==> src/rtl/dseq_pkg.sv <==
package dseq_pkg;

   // Map a sequence step to the channel it fills, for a given direction.
   function automatic int chan_of_step(input int step, input logic fwd, input int n);
      return fwd ? step : (n - 1 - step);
   endfunction

endpackage

==> src/rtl/dseq_phase.sv <==
module dseq_phase (
   input  logic clk2x,
   input  logic standby,
   input  logic edge_rise,
   output logic rise_ev,
   output logic fall_ev,
   output logic act_ev
);
   logic phase_q;

   always_ff @(posedge clk2x) begin
      if (standby) phase_q <= 1'b0;
      else         phase_q <= ~phase_q;
   end

   assign rise_ev = !standby && !phase_q;
   assign fall_ev = !standby &&  phase_q;
   assign act_ev  = edge_rise ? rise_ev : fall_ev;

   AST_PHASE_ALTERNATES: assert property (@(posedge clk2x) disable iff (standby)
      rise_ev |=> !rise_ev);
   AST_FIRST_IS_RISE: assert property (@(posedge clk2x)
      standby |=> (standby || rise_ev));
endmodule

==> src/rtl/dseq_ctrl.sv <==
module dseq_ctrl #(
   parameter int N = 6
) (
   input  logic         clk2x,
   input  logic         standby,
   input  logic         act_ev,
   input  logic         start_req,
   input  logic         load_fwd,
   output logic [N-1:0] cap_en,
   output logic         busy
);
   import dseq_pkg::*;

   localparam int IDX_W = (N > 1) ? $clog2(N) : 1;

   logic             arm_q;
   logic             busy_q;
   logic             dir_q;
   logic [IDX_W-1:0] step_q;

   always_ff @(posedge clk2x) begin
      if (standby) begin
         arm_q  <= 1'b0;
         busy_q <= 1'b0;
         dir_q  <= 1'b0;
         step_q <= '0;
      end else if (act_ev) begin
         arm_q <= start_req;
         if (arm_q) begin
            dir_q  <= load_fwd;
            step_q <= IDX_W'(1 % N);
            busy_q <= (N > 1);
         end else if (busy_q) begin
            busy_q <= (int'(step_q) != N - 1);
            step_q <= (int'(step_q) == N - 1) ? '0 : step_q + 1'b1;
         end
      end
   end

   generate
      for (genvar i = 0; i < N; i++) begin : g_en
         always_comb begin
            cap_en[i] = 1'b0;
            if (act_ev) begin
               if (arm_q)
                  cap_en[i] = (chan_of_step(0, load_fwd, N) == i);
               else if (busy_q)
                  cap_en[i] = (chan_of_step(int'(step_q), dir_q, N) == i);
            end
         end
      end
   endgenerate

   assign busy = busy_q;

   AST_ONE_CAPTURE: assert property (@(posedge clk2x) disable iff (standby)
      $onehot0(cap_en));
   AST_BUSY_ENDS: assert property (@(posedge clk2x) disable iff (standby)
      (act_ev && !arm_q && busy_q && int'(step_q) == N - 1) |=> !busy_q);
   AST_IDLE_QUIET: assert property (@(posedge clk2x) disable iff (standby)
      (!arm_q && !busy_q) |-> (cap_en == '0));
   AST_START_BUSY: assert property (@(posedge clk2x) disable iff (standby)
      (act_ev && arm_q) |=> busy_q);
endmodule

==> src/rtl/dseq_chan.sv <==
module dseq_chan #(
   parameter int W = 10
) (
   input  logic         clk2x,
   input  logic         standby,
   input  logic         cap,
   input  logic [W-1:0] din,
   input  logic         xfer_now,
   output logic [W-1:0] hold
);
   logic [W-1:0] load_q;
   logic [W-1:0] load_nx;
   logic [W-1:0] hold_q;

   assign load_nx = cap ? din : load_q;

   always_ff @(posedge clk2x) begin
      if (standby) begin
         load_q <= '0;
         hold_q <= '0;
      end else begin
         load_q <= load_nx;
         if (xfer_now) hold_q <= load_nx;
      end
   end

   assign hold = hold_q;

   AST_HOLD_STABLE: assert property (@(posedge clk2x) disable iff (standby)
      !xfer_now |=> $stable(hold_q));
   AST_LOAD_STABLE: assert property (@(posedge clk2x) disable iff (standby)
      !cap |=> $stable(load_q));
   AST_XFER_SEES_CAP: assert property (@(posedge clk2x) disable iff (standby)
      (xfer_now && cap) |=> (hold_q == $past(din)));
   AST_STBY_CLEARS: assert property (@(posedge clk2x)
      standby |=> (hold_q == '0 && load_q == '0));
endmodule

==> src/rtl/dseq_top.sv <==
module dseq_top #(
   parameter int N = 6,
   parameter int W = 10
) (
   input  logic           clk2x,
   input  logic           standby,
   input  logic [W-1:0]   din,
   input  logic           start_req,
   input  logic           edge_rise,
   input  logic           load_fwd,
   input  logic           xfer_req,
   output logic [N*W-1:0] chan_code,
   output logic           seq_busy
);
   localparam int BUS_W = N * W;

   generate
      if (N < 2) begin : g_bad_n
         $error("dseq_top: N must be at least 2");
      end
      if (W < 1) begin : g_bad_w
         $error("dseq_top: W must be at least 1");
      end
   endgenerate

   logic         rise_ev, fall_ev, act_ev;
   logic [N-1:0] cap_en;
   logic         pend_q;
   logic         xfer_now;

   dseq_phase u_phase (
      .clk2x(clk2x), .standby(standby), .edge_rise(edge_rise),
      .rise_ev(rise_ev), .fall_ev(fall_ev), .act_ev(act_ev)
   );

   dseq_ctrl #(.N(N)) u_ctrl (
      .clk2x(clk2x), .standby(standby), .act_ev(act_ev),
      .start_req(start_req), .load_fwd(load_fwd),
      .cap_en(cap_en), .busy(seq_busy)
   );

   always_ff @(posedge clk2x) begin
      if (standby)      pend_q <= 1'b0;
      else if (rise_ev) pend_q <= xfer_req;
      else              pend_q <= 1'b0;
   end

   assign xfer_now = fall_ev && pend_q;

   generate
      for (genvar k = 0; k < N; k++) begin : g_ch
         dseq_chan #(.W(W)) u_ch (
            .clk2x(clk2x), .standby(standby), .cap(cap_en[k]),
            .din(din), .xfer_now(xfer_now),
            .hold(chan_code[k*W +: W])
         );
      end
   endgenerate

   AST_XFER_COMMITS: assert property (@(posedge clk2x) disable iff (standby)
      (rise_ev && xfer_req) |=> xfer_now);
   AST_NO_STRAY_XFER: assert property (@(posedge clk2x) disable iff (standby)
      !(rise_ev && xfer_req) |=> !xfer_now);
   AST_STBY_IDLE: assert property (@(posedge clk2x)
      standby |=> (!seq_busy && chan_code == BUS_W'(0)));
   AST_CAP_EDGE: assert property (@(posedge clk2x) disable iff (standby)
      (cap_en != '0) |-> (edge_rise ? rise_ev : fall_ev));
endmodule

==> config.mk <==
export PLATFORM = sky130hd
export DESIGN_NAME = dseq_top
export DESIGN_NICKNAME = d
export VERILOG_FILES = /design/src/rtl/dseq_pkg.sv /design/src/rtl/dseq_phase.sv /design/src/rtl/dseq_ctrl.sv /design/src/rtl/dseq_chan.sv /design/src/rtl/dseq_top.sv
export SDC_FILE = /design/constraint.sdc
export NUM_CORES = 1
export LEC_CHECK = 0
export ABC_AREA = 1
export CAP_MARGIN = 5
export CORE_MARGIN = 4
export CORE_UTILIZATION = 30
export CTS_BUF_LIST = sky130_fd_sc_hd__clkbuf_4 sky130_fd_sc_hd__clkbuf_8 sky130_fd_sc_hd__clkbuf_16
export DETAILED_ROUTE_END_ITERATION = 10
export PLACE_DENSITY_LB_ADDON = 0.1
export SKIP_LAST_GASP = 1
export SYNTH_ARGS = -nofsm -noshare
export SYNTH_HDL_FRONTEND = slang
export SYNTH_SLANG_ARGS = --single-unit
==> constraint.sdc <==
create_clock -name clk2x -period 2.7 [get_ports clk2x]
set_clock_uncertainty 0.1 [all_clocks]
set_input_delay 0.405 -clock clk2x [delete_from_list [all_inputs] [get_ports clk2x]]
set_output_delay 0.405 -clock clk2x [all_outputs]
set_load 0.02 [all_outputs]
# Yosys cells after proc, flatten, opt, wreduce, memory -nomap -nowiden
# Index checks and enable logic that the tools add are counted.
dict set report totals {
  regBits 128
  out_inout_bits 61
  word_cells 77
}
dict set report classes {
  add_sub_neg 2
  n_eq_ne 12
  muxes 32
  bitwise 2
  reduce_logical 11
}
# op n
set ops {}
lappend ops {{equality test 32 x 3 -> 1 bit, second input constant} 4}
lappend ops {{equality test 32 x 4 -> 1 bit, second input constant} 4}
lappend ops {{equality test 32 x 2 -> 1 bit, second input constant} 2}
lappend ops {{zero test 32 bit} 2}
lappend ops {{2-to-1 mux 10 bit} 6}
lappend ops {{2-to-1 mux 32 bit} 1}
lappend ops {{2-to-1 mux 1 bit} 21}
lappend ops {{2-to-1 mux 3 bit} 4}
lappend ops {{AND reduction 2 bit} 2}
lappend ops {{subtractor 3 x 3 -> 4 bit, first input constant} 1}
lappend ops {{adder 3 x 1 -> 3 bit, second input constant} 1}
lappend ops {{equality test 3 bit, second input constant} 1}
lappend ops {{logical AND 1 bit} 3}
lappend ops {{!= test 3 bit, second input constant} 1}
lappend ops {{zero test 1 bit} 2}
lappend ops {{inverter 1 bit} 2}
lappend ops {{nonzero test 2 bit} 1}
lappend ops {{OR reduction 2 bit} 1}

# Depth between registers and ports, before layout
# Gate-level depths: netlist of the first run.
dict set report logic_depth {
  ltp_word 7
  mapped_depth 11
}

# By module
# From an unflattened synthesis of the first run, not the netlist that was laid out.
dict set report unflattened {
  hier_cells 720
  hier_area_um2 5122.4
}
# mod instances cells_each area_per_inst_um2 seq_area_each_um2
set by_module_without_submodules {}
lappend by_module_without_submodules {dseq_chan 6 106 765.7 400.4}
lappend by_module_without_submodules {dseq_ctrl 1 69 432.9 120.1}
lappend by_module_without_submodules {dseq_phase 1 10 57.6 20.0}
lappend by_module_without_submodules {dseq_top 1 5 37.5 20.0}

# Worst setup path before layout of the first run
# No wires, ideal clock.
dict set report synth_path {
  kind {reg2reg}
  from {reg u_ctrl.step_q[1]}
  to {reg g_ch[1].u_ch.hold_q[1]}
  setup_time_ns 0.128
  arrival_time_ns 1.356
  slack_ns 1.117
  path_stages_with_launch 10
  path_cell_list {dfxtp_1 ha_1 inv_1 nand2_1 nand3_1 nor2_1 buf_2 nand3_1 nand2_1 o21ai_1}
}
dict set report synth_between {
  elab_chain_cells 7
}
# item line_no
set synth_rtl {}
lappend synth_rtl {{start: declaration} dseq_ctrl.sv:19} ;# logic [IDX_W-1:0] step_q;
lappend synth_rtl {{start signal: assignment} dseq_ctrl.sv:31} ;# step_q <= IDX_W'(1 % N);
lappend synth_rtl {{start signal: assignment} dseq_ctrl.sv:35} ;# step_q <= (int'(step_q) == N - 1) ? '0 : step_q + 1'b1;
lappend synth_rtl {{subtractor 3 x 3 -> 4 bit} dseq_pkg.sv:5} ;# return fwd ? step : (n - 1 - step);
lappend synth_rtl {{2-to-1 mux 32 bit (*)} dseq_pkg.sv:5}
lappend synth_rtl {{equality test 32 x 2 -> 1 bit (*)} dseq_ctrl.sv:48} ;# cap_en[i] = (chan_of_step(int'(step_q), dir_q, N) == i);
lappend synth_rtl {{2-to-1 mux 1 bit (*)} dseq_ctrl.sv:47} ;# else if (busy_q)
lappend synth_rtl {{2-to-1 mux 1 bit (*)} dseq_ctrl.sv:45} ;# if (arm_q)
lappend synth_rtl {{2-to-1 mux 1 bit (*)} dseq_ctrl.sv:44} ;# if (act_ev) begin
lappend synth_rtl {{2-to-1 mux 10 bit (*)} dseq_chan.sv:15} ;# assign load_nx = cap ? din : load_q;
lappend synth_rtl {{end signal: assignment} dseq_chan.sv:23} ;# if (xfer_now) hold_q <= load_nx;
lappend synth_rtl {{end: declaration} dseq_chan.sv:13} ;# logic [W-1:0] hold_q;
# Mark *: on every way between the ends. The rest lies on a longest branch, timed or not.
# A chain may end at the register's enable or synchronous reset.

# Final worst setup path of the first run
dict set report layout_path {
  from {reg u_ctrl.step_q[1]}
  to {reg g_ch[2].u_ch.hold_q[5]}
}
dict set report layout_between {
  elab_chain_cells 7
}
# item line_no
set layout_rtl {}
lappend layout_rtl {{subtractor 3 x 3 -> 4 bit} dseq_pkg.sv:5}
lappend layout_rtl {{2-to-1 mux 32 bit (*)} dseq_pkg.sv:5}
lappend layout_rtl {{equality test 32 x 3 -> 1 bit (*)} dseq_ctrl.sv:48}
lappend layout_rtl {{2-to-1 mux 1 bit (*)} dseq_ctrl.sv:47}
lappend layout_rtl {{2-to-1 mux 1 bit (*)} dseq_ctrl.sv:45}
lappend layout_rtl {{2-to-1 mux 1 bit (*)} dseq_ctrl.sv:44}
lappend layout_rtl {{2-to-1 mux 10 bit (*)} dseq_chan.sv:15}
lappend layout_rtl {{end signal: assignment} dseq_chan.sv:23}
lappend layout_rtl {{end: declaration} dseq_chan.sv:13}
# Marks and branches as above.

==> out/metrics.json, run 1 <==
{
  "reported_leakage_power": {"value": 2.853, "unit": "nW"},
  "fp.dieH": {"value": 138.9, "unit": "um"},
  "ys_ff_latch": {"value": 128},
  "critPathCaptureType": {"value": "flip-flop"},
  "criticalPathCategory": {"value": "flip-flop to flip-flop"},
  "clk_slew_on_worst_s_h_paths": {"value": 50, "unit": "ps"},
  "cap_viol_max_count": {"value": 0},
  "finalSetupViolCount": {"value": 0},
  "cp_slowest_cell": {"value": "nor2_1"},
  "grt_pass1_vias": {"value": 4394},
  "synth.cell_area": {"value": 5144, "unit": "um2"},
  "total_power_density_per_cell_area": {"value": 649.5, "unit": "nW/um2"},
  "totalWireLength": {"value": 14030, "unit": "um"},
  "rows": {"value": 47},
  "post-route-period-util": {"value": 0.7728},
  "status": {"value": "finished, final reports clean"},
  "achievable_clock_frequency": {"value": 479.3, "unit": "MHz"},
  "worstPathArrival": {"value": 2270, "unit": "ps"},
  "postSynthAreaPerCell": {"value": 7.380, "unit": "um2"},
  "cp_data_required_time": {"value": 2890, "unit": "ps"},
  "holdBufCountCts": {"value": 0},
  "remaining_global_route_overflow": {"value": 0},
  "worstPathCellList": {"value": "ha_1 > inv_1 > nand2_1 > nand3_1 > nor2_1 > buf_4 > nand3_1 > nand2_1 > o21ai_1"},
  "slew-limit-headroom": {"value": 0.5289},
  "setup_total_negative_slack": {"value": 0, "unit": "ps"},
  "route.vias.total": {"value": 4518},
  "cpPeakStageDelay": {"value": 420, "unit": "ps"},
  "coreArea": {"value": 16700, "unit": "um2"},
  "final_common_cell": {"value": "nand2_1"},
  "final.hold.worst_slack": {"value": 129.6, "unit": "ps"},
  "syn-instance-count": {"value": 697},
  "layout-area-overhead-vs-synth": {"value": 29.99, "unit": "%"},
  "place_hpwl": {"value": 9212, "unit": "um"},
  "fp.dieArea": {"value": 19300, "unit": "um2"},
  "timing.final.max_slew_violations": {"value": 0},
  "worstMarginPinSlew": {"value": 706.6, "unit": "ps"},
  "hold_fails_final_rpt": {"value": 0},
  "critical_path.max_fanout": {"value": 7},
  "post-synth-top-area-fraction": {"value": 0.4982},
  "drcViolationCount": {"value": 0},
  "critical_path.top_delay_family": {"value": "simple AND/OR/NAND/NOR gates"},
  "placement.setup.worst_slack": {"value": 387.0, "unit": "ps"},
  "post_cts.resized_instances": {"value": 0},
  "period_minus_slack": {"value": 2087, "unit": "ps"},
  "worst_setup_path_start_kind": {"value": "flip-flop"},
  "drt-wirelength-per-cell": {"value": 14.08, "unit": "um"},
  "synth_top_cells_by_area": {"value": "dfxtp_1 (50%), nand2_1 (12%), nand3_1 (12%)"},
  "gpl.final_weighted_congestion": {"value": 0.7913},
  "grt_first_pass_wirelength": {"value": 22440, "unit": "um"},
  "grt_start_max_net_pins": {"value": 65},
  "antenna_violating_nets_post_route": {"value": 0},
  "most_frequent_cells_in_the_layout": {"value": "nand2_1 (165), dfxtp_1 (128), nand3_1 (122)"},
  "io_buffers": {"value": 76},
  "routed_via_density": {"value": 4.532},
  "initial_antenna_violation_count": {"value": 0},
  "synth_nets": {"value": 714},
  "cts.path.max_buffers": {"value": 2},
  "tritoncts_num_sinks": {"value": 128},
  "ys_seq_area_frac": {"value": 0.4982},
  "worst_skew_pair.late_latency": {"value": 420, "unit": "ps"},
  "timing.final.ws_setup": {"value": 613.5, "unit": "ps"},
  "drt-pass1-iter-count": {"value": 5},
  "cts.root.buffer_cell": {"value": "clkbuf_16"},
  "synth.lib_cells_used.distinct": {"value": 21},
  "path_buf_inv": {"value": 2},
  "final_nets": {"value": 782},
  "gr-usage-all-layers": {"value": 0.1482},
  "clock_tree_from_tritoncts": {"value": "built"},
  "io_pins": {"value": 77},
  "worst_ir_drop_vdd": {"value": 0.4608, "unit": "mV"},
  "cts_h_tree_lvls": {"value": 4},
  "diodes": {"value": 0},
  "drt_iter0_drc": {"value": 276},
  "cts_made_buffers": {"value": 17},
  "yosysWarnings": {"value": 0},
  "die_width": {"value": 138.9, "unit": "um"},
  "drive_above_1_share": {"value": 0.09910},
  "rsz0062_at_grt": {"value": "no"},
  "post-cts-setup-buffers": {"value": 0},
  "worst_hold_path_type": {"value": "primary input to flip-flop"},
  "initial_core_util": {"value": 0.3080},
  "netlist.top_cell.by_area": {"value": "dfxtp_1"}
}
## synthesized netlist by cell type
library cell	number
dfxtp_1	128
buf_6	2
nand4_1	11
nor2_4	2
o21ai_0	5
nand2_1	165
nor3b_1	1
ha_1	1
a21oi_1	4
buf_2	10
clkbuf_1	25
nand2_2	7
inv_2	3
nand3_2	18
nand3b_1	1
inv_1	79
nand3_1	123
buf_4	3
nor2_1	68
nor2_2	1
o21ai_1	40
## state kept, by name, indices dropped and copies added, names as in the netlist
register	count
g_ch.u_ch.hold	60
g_ch.u_ch.load_q	60
u_ctrl.step_q	3
pend_q	1
u_ctrl.arm_q	1
u_ctrl.busy	1
u_ctrl.dir_q	1
u_phase.phase_q	1
## through the flow
| step | total power, mW | util | cell area, um2 | instances |
|---|---|---|---|---|
| after global placement | 2.102 | 0.3650 | 6096 | 966 |
| after CTS | 4.397 | 0.4004 | 6686 | 997 |
| after global routing | 4.494 | 0.4004 | 6686 | 997 |
| after floorplan | 2.035 | - | 5144 | 697 |
| final | 4.343 | 0.4004 | 6686 | 997 |
| after detailed placement | 2.105 | 0.3650 | 6096 | 966 |
## kinds of logic (layout without fill, tap and decap cells)
| group | after synthesis | in the layout | synth area share |
|---|---|---|---|
| AND/OR/NAND/NOR | 397 | 397 | 0.3551 |
| flip-flops | 128 | 128 | 0.4982 |
| buffers and inverters | 122 | 202 | 0.09657 |
| AO/OA/AOI/OAI | 49 | 49 | 0.04768 |
| adder cells (fa/ha/maj) | 1 | 1 | 0.002432 |
## metal layers
layer	track usage	wire (um)	part of all wire	up-vias
met4	0.05613	236	0.017	0
met3	0.04828	778	0.055	19
met2	0.2424	6458	0.46	121
met1	0.1821	6560	0.47	2026
met5	0	0	0	-
li1	-	-	-	2352
## final cells by class
type / count / area [um2]
repair buffers: 89 / 853.3
inverters: 82 / 307.8
multi-input cells: 447 / 2097
clock inverters: 6 / 80.08
clock buffers: 25 / 510.5
well taps: 220 / 275.3
fillers: 1703 / 10010
flip-flops and latches: 128 / 2562
## worst paths after layout
path / to / slack (ps) / cells after the start / start
setup / recovery: g_ch[2].u_ch.hold[5] / 610 / 9 / u_ctrl.step_q[1]
hold / removal: u_phase.phase_q / 130 / 2 / standby
setup reg to reg: g_ch[2].u_ch.hold[5] / 610 / 9 / u_ctrl.step_q[1]
hold reg to reg: g_ch[4].u_ch.hold[3] / 370 / 2 / g_ch[4].u_ch.hold[3]
## power breakdown
part | leakage, nW | total, mW | switching, mW | internal, mW
logic | 1.52 | 0.157 | 0.115 | 0.0422
registers | 1.03 | 1.91 | 0.00731 | 1.90
clock network | 0.301 | 2.28 | 0.795 | 1.48
No activity file was read; power rests on OpenSTA's default activity.
==> inputs of run 2 (changes only) <==
==> constraint.sdc (replaced) <==
create_clock -name clk2x -period 2.1 [get_ports clk2x]
set_clock_uncertainty 0.1 [all_clocks]
set_input_delay 0.315 -clock clk2x [delete_from_list [all_inputs] [get_ports clk2x]]
set_output_delay 0.315 -clock clk2x [all_outputs]
set_load 0.02 [all_outputs]
==> run 2 against run 1 <==
Combinational power up 36%. Die area unchanged. Setup slack worse by 400 ps. Global-route usage up 0.30 points. Count of clock-buffer cells in the layout decreased by 1. Worst hold slack got worse by 82 ps. Largest power group unchanged.
==> out/metrics.json, run 2 (same netlist as run 1, synthesis figures left out) <==
{
  "cts_h_tree_lvls": {"value": 4, "change": "unchanged"},
  "fillCellCount": {"value": 1738, "change": "+2.1%"},
  "worstPathCellList": {"value": "clkdlybuf4s50_1"},
  "drt-pass1-iter-count": {"value": 4, "change": "-1"},
  "worst_skew_pair.late_latency": {"value": 420, "unit": "ps", "change": "about the same"},
  "internal-power": {"value": 4.482, "unit": "mW", "change": "+31%"},
  "period_minus_slack": {"value": 1882, "unit": "ps"},
  "drcViolationCount": {"value": 0, "change": "unchanged"},
  "worst_hold_path_type": {"value": "primary input to flip-flop"},
  "gpl.final_weighted_congestion": {"value": 0.7826, "change": "-1.1%"},
  "finalSetupViolCount": {"value": 0, "change": "unchanged"},
  "io_pins": {"value": 77, "change": "unchanged"},
  "place.detailed.instances": {"value": 976, "change": "+1.0%"},
  "most_frequent_cells_in_the_layout": {"value": "nand2_1 (165), dfxtp_1 (128), nand3_1 (122)"},
  "place_hpwl": {"value": 9312, "unit": "um", "change": "+1.1%"},
  "cp_data_required_time": {"value": 1680, "unit": "ps", "change": "-1210 ps"},
  "rows": {"value": 47, "change": "unchanged"},
  "drt_iter0_drc": {"value": 274, "change": "-0.72%"},
  "holdBufCountCts": {"value": 0, "change": "unchanged"},
  "hold_fails_final_rpt": {"value": 0, "change": "unchanged"},
  "clk_slew_on_worst_s_h_paths": {"value": 60, "unit": "ps", "change": "about the same"},
  "final.hold.worst_slack": {"value": 47.79, "unit": "ps", "change": "-81.84 ps"},
  "final_common_cell": {"value": "nand2_1"},
  "critical_path.top_delay_family": {"value": "buffers and inverters"},
  "routed-wl-met3": {"value": 640, "unit": "um", "change": "-18%"},
  "final_nets": {"value": 792, "change": "+1.3%"},
  "die_width": {"value": 138.9, "unit": "um", "change": "unchanged"},
  "timing.final.max_slew_violations": {"value": 0, "change": "unchanged"},
  "wl_met2": {"value": 6402, "unit": "um", "change": "-0.87%"},
  "rsz0062_at_grt": {"value": "no"},
  "instance_count_along_the_most_critical_hold_path": {"value": 2, "change": "unchanged"},
  "net-switching-power": {"value": 1.172, "unit": "mW", "change": "+28%"},
  "cts_made_buffers": {"value": 17, "change": "unchanged"},
  "fp.dieArea": {"value": 19300, "unit": "um2", "change": "unchanged"},
  "worst_setup_path_start_kind": {"value": "flip-flop"},
  "cts.path.max_buffers": {"value": 2, "change": "unchanged"},
  "status": {"value": "finished, final reports clean"},
  "total_power_density_per_cell_area": {"value": 828.7, "unit": "nW/um2", "change": "+28%"},
  "totalWireLength": {"value": 13890, "unit": "um", "change": "-1.0%"},
  "cts.root.buffer_cell": {"value": "clkbuf_16"},
  "io_buffers": {"value": 76, "change": "unchanged"},
  "total_power": {"value": 5.653, "unit": "mW", "change": "+30%"},
  "comb_power_share": {"value": 0.038, "change": "+0.002"},
  "fp.dieH": {"value": 138.9, "unit": "um", "change": "unchanged"},
  "drive_above_1_share": {"value": 0.1107, "change": "+0.01159"},
  "reported_leakage_power": {"value": 2.915, "unit": "nW", "change": "+2.2%"},
  "worst_ir_drop_vdd": {"value": 0.5919, "unit": "mV", "change": "+28%"},
  "worstPathArrival": {"value": 1470, "unit": "ps", "change": "-800 ps"},
  "sw_frac": {"value": 0.2072, "change": "-0.003979"},
  "route.top_layer_used": {"value": "met4"},
  "clockPowerShare": {"value": 0.528, "change": "+0.003"},
  "initial_core_util": {"value": 0.3080, "change": "unchanged"},
  "slew-limit-headroom": {"value": 0.5967, "change": "+0.06777"},
  "remaining_global_route_overflow": {"value": 0, "change": "unchanged"},
  "critPathCaptureType": {"value": "primary output"},
  "seqPwrFrac": {"value": 0.434, "change": "-0.005"},
  "setup_total_negative_slack": {"value": 0, "unit": "ps", "change": "unchanged"},
  "grt_pass1_vias": {"value": 4508, "change": "+2.6%"},
  "criticalPathCategory": {"value": "flip-flop to primary output"},
  "routed_via_density": {"value": 4.484, "change": "-1.0%"},
  "final_cell_count_no_fill": {"value": 1006, "change": "+0.90%"},
  "cap_viol_max_count": {"value": 0, "change": "unchanged"},
  "gr-usage-all-layers": {"value": 0.1511, "change": "+0.002951"},
  "clock_tree_from_tritoncts": {"value": "built"},
  "critical_path.max_fanout": {"value": 5, "change": "-2"},
  "coreArea": {"value": 16700, "unit": "um2", "change": "unchanged"},
  "initial_antenna_violation_count": {"value": 0, "change": "unchanged"},
  "grt_first_pass_wirelength": {"value": 23030, "unit": "um", "change": "+2.6%"},
  "instance_count_on_the_critical_path": {"value": 1, "change": "-8"},
  "diodes": {"value": 0, "change": "unchanged"},
  "route.vias.total": {"value": 4511, "change": "-0.15%"},
  "layout-area-overhead-vs-synth": {"value": 32.62, "unit": "%"},
  "worstRegToRegCells": {"value": 10, "change": "+1"},
  "antenna_violating_nets_post_route": {"value": 0, "change": "unchanged"},
  "cpPeakStageDelay": {"value": 670, "unit": "ps", "change": "+250 ps"},
  "achievable_clock_frequency": {"value": 531.5, "unit": "MHz"},
  "drt-met1-wl": {"value": 6629, "unit": "um", "change": "+1.1%"},
  "path_buf_inv": {"value": 1, "change": "-1"},
  "timing.final.ws_setup": {"value": 218.4, "unit": "ps", "change": "-395.1 ps"},
  "tritoncts_num_sinks": {"value": 128, "change": "unchanged"},
  "grt_start_max_net_pins": {"value": 78, "change": "+20%"},
  "post-route-period-util": {"value": 0.8960},
  "drt-wirelength-per-cell": {"value": 13.81, "unit": "um", "change": "-1.9%"},
  "placement.setup.worst_slack": {"value": 65.26, "unit": "ps", "change": "-321.8 ps"},
  "cp_slowest_cell": {"value": "clkdlybuf4s50_1"},
  "worstMarginPinSlew": {"value": 605.0, "unit": "ps", "change": "-101.7 ps"}
}
-- run 2: cell types whose count changed in the layout (fill, tap and decap cells not counted) --
cell	before	now
clkbuf_8	4	2
nor2_1	68	67
clkbuf_4	4	5
bufinv_16	2	3
clkinvlp_4	0	1
clkinv_2	4	2
nor2_2	1	2
buf_4	13	19
buf_12	0	4
-- run 2: power groups by stage --
stage	clock, mW	sequential [mW]	combinational [mW]
final	2.99	2.45	0.214
after global routing	3.18	2.45	0.234
after CTS	3.05	2.45	0.218
after detailed placement	0	2.50	0.217
after global placement	0	2.50	0.215
after floorplan	0	2.50	0.115
-- run 2: through the flow --
step / util / area, um2
finish: 0.4085 / 6822
detailed placement: 0.3725 / 6221
CTS: 0.4083 / 6819
global placement: 0.3725 / 6221
global route: 0.4085 / 6822
floorplan: - / 5144
-- run 2: layout make-up --
| type | count | area (um2) | share of cell area |
|---|---|---|---|
| clock buffers | 24 | 490.5 | 0.07190 |
| clock inverters | 6 | 107.6 | 0.01577 |
| inverters | 82 | 307.8 | 0.04512 |
| multi-input cells | 447 | 2100 | 0.3078 |
| flip-flops and latches | 128 | 2562 | 0.3756 |
| well taps | 220 | 275.3 | 0.04035 |
| repair buffers | 99 | 978.4 | 0.1434 |
-- run 2: what timing repair did --
action | in CTS | in global routing
buffers inserted | 0 | 0
resized for setup | 0 | 1
hold endpoints to repair | 0 | 0
endpoints found under the setup margin | 0 | 1
-- run 2: path summary, 6_finish.rpt --
| kind | start | end | slack (ps) |
|---|---|---|---|
| setup / recovery | u_ctrl.busy | seq_busy | 220 |
| hold / removal | standby | u_phase.phase_q | 50 |
| setup reg to reg | u_ctrl.step_q[1] | g_ch[1].u_ch.hold[7] | 240 |
| hold reg to reg | g_ch[1].u_ch.hold[5] | g_ch[1].u_ch.hold[5] | 370 |
-- run 2: worst reg2reg max path, cell delays in order, from the launching register on --
cell and delay (ps):
dfxtp_1 350, ha_1 320, inv_1 50, nand2_1 60, nand3_1 140, nor2_1 150, buf_4 180, nand2_2 150
nand2_1 100, nand2_1 80, o21ai_1 120
-- run 2: layer usage --
metal / track usage / up-vias
li1: - / 2367
met1: 0.1880 / 2028
met2: 0.2488 / 99
met3: 0.04621 / 17
met4: 0.05304 / 0
met5: 0 / -
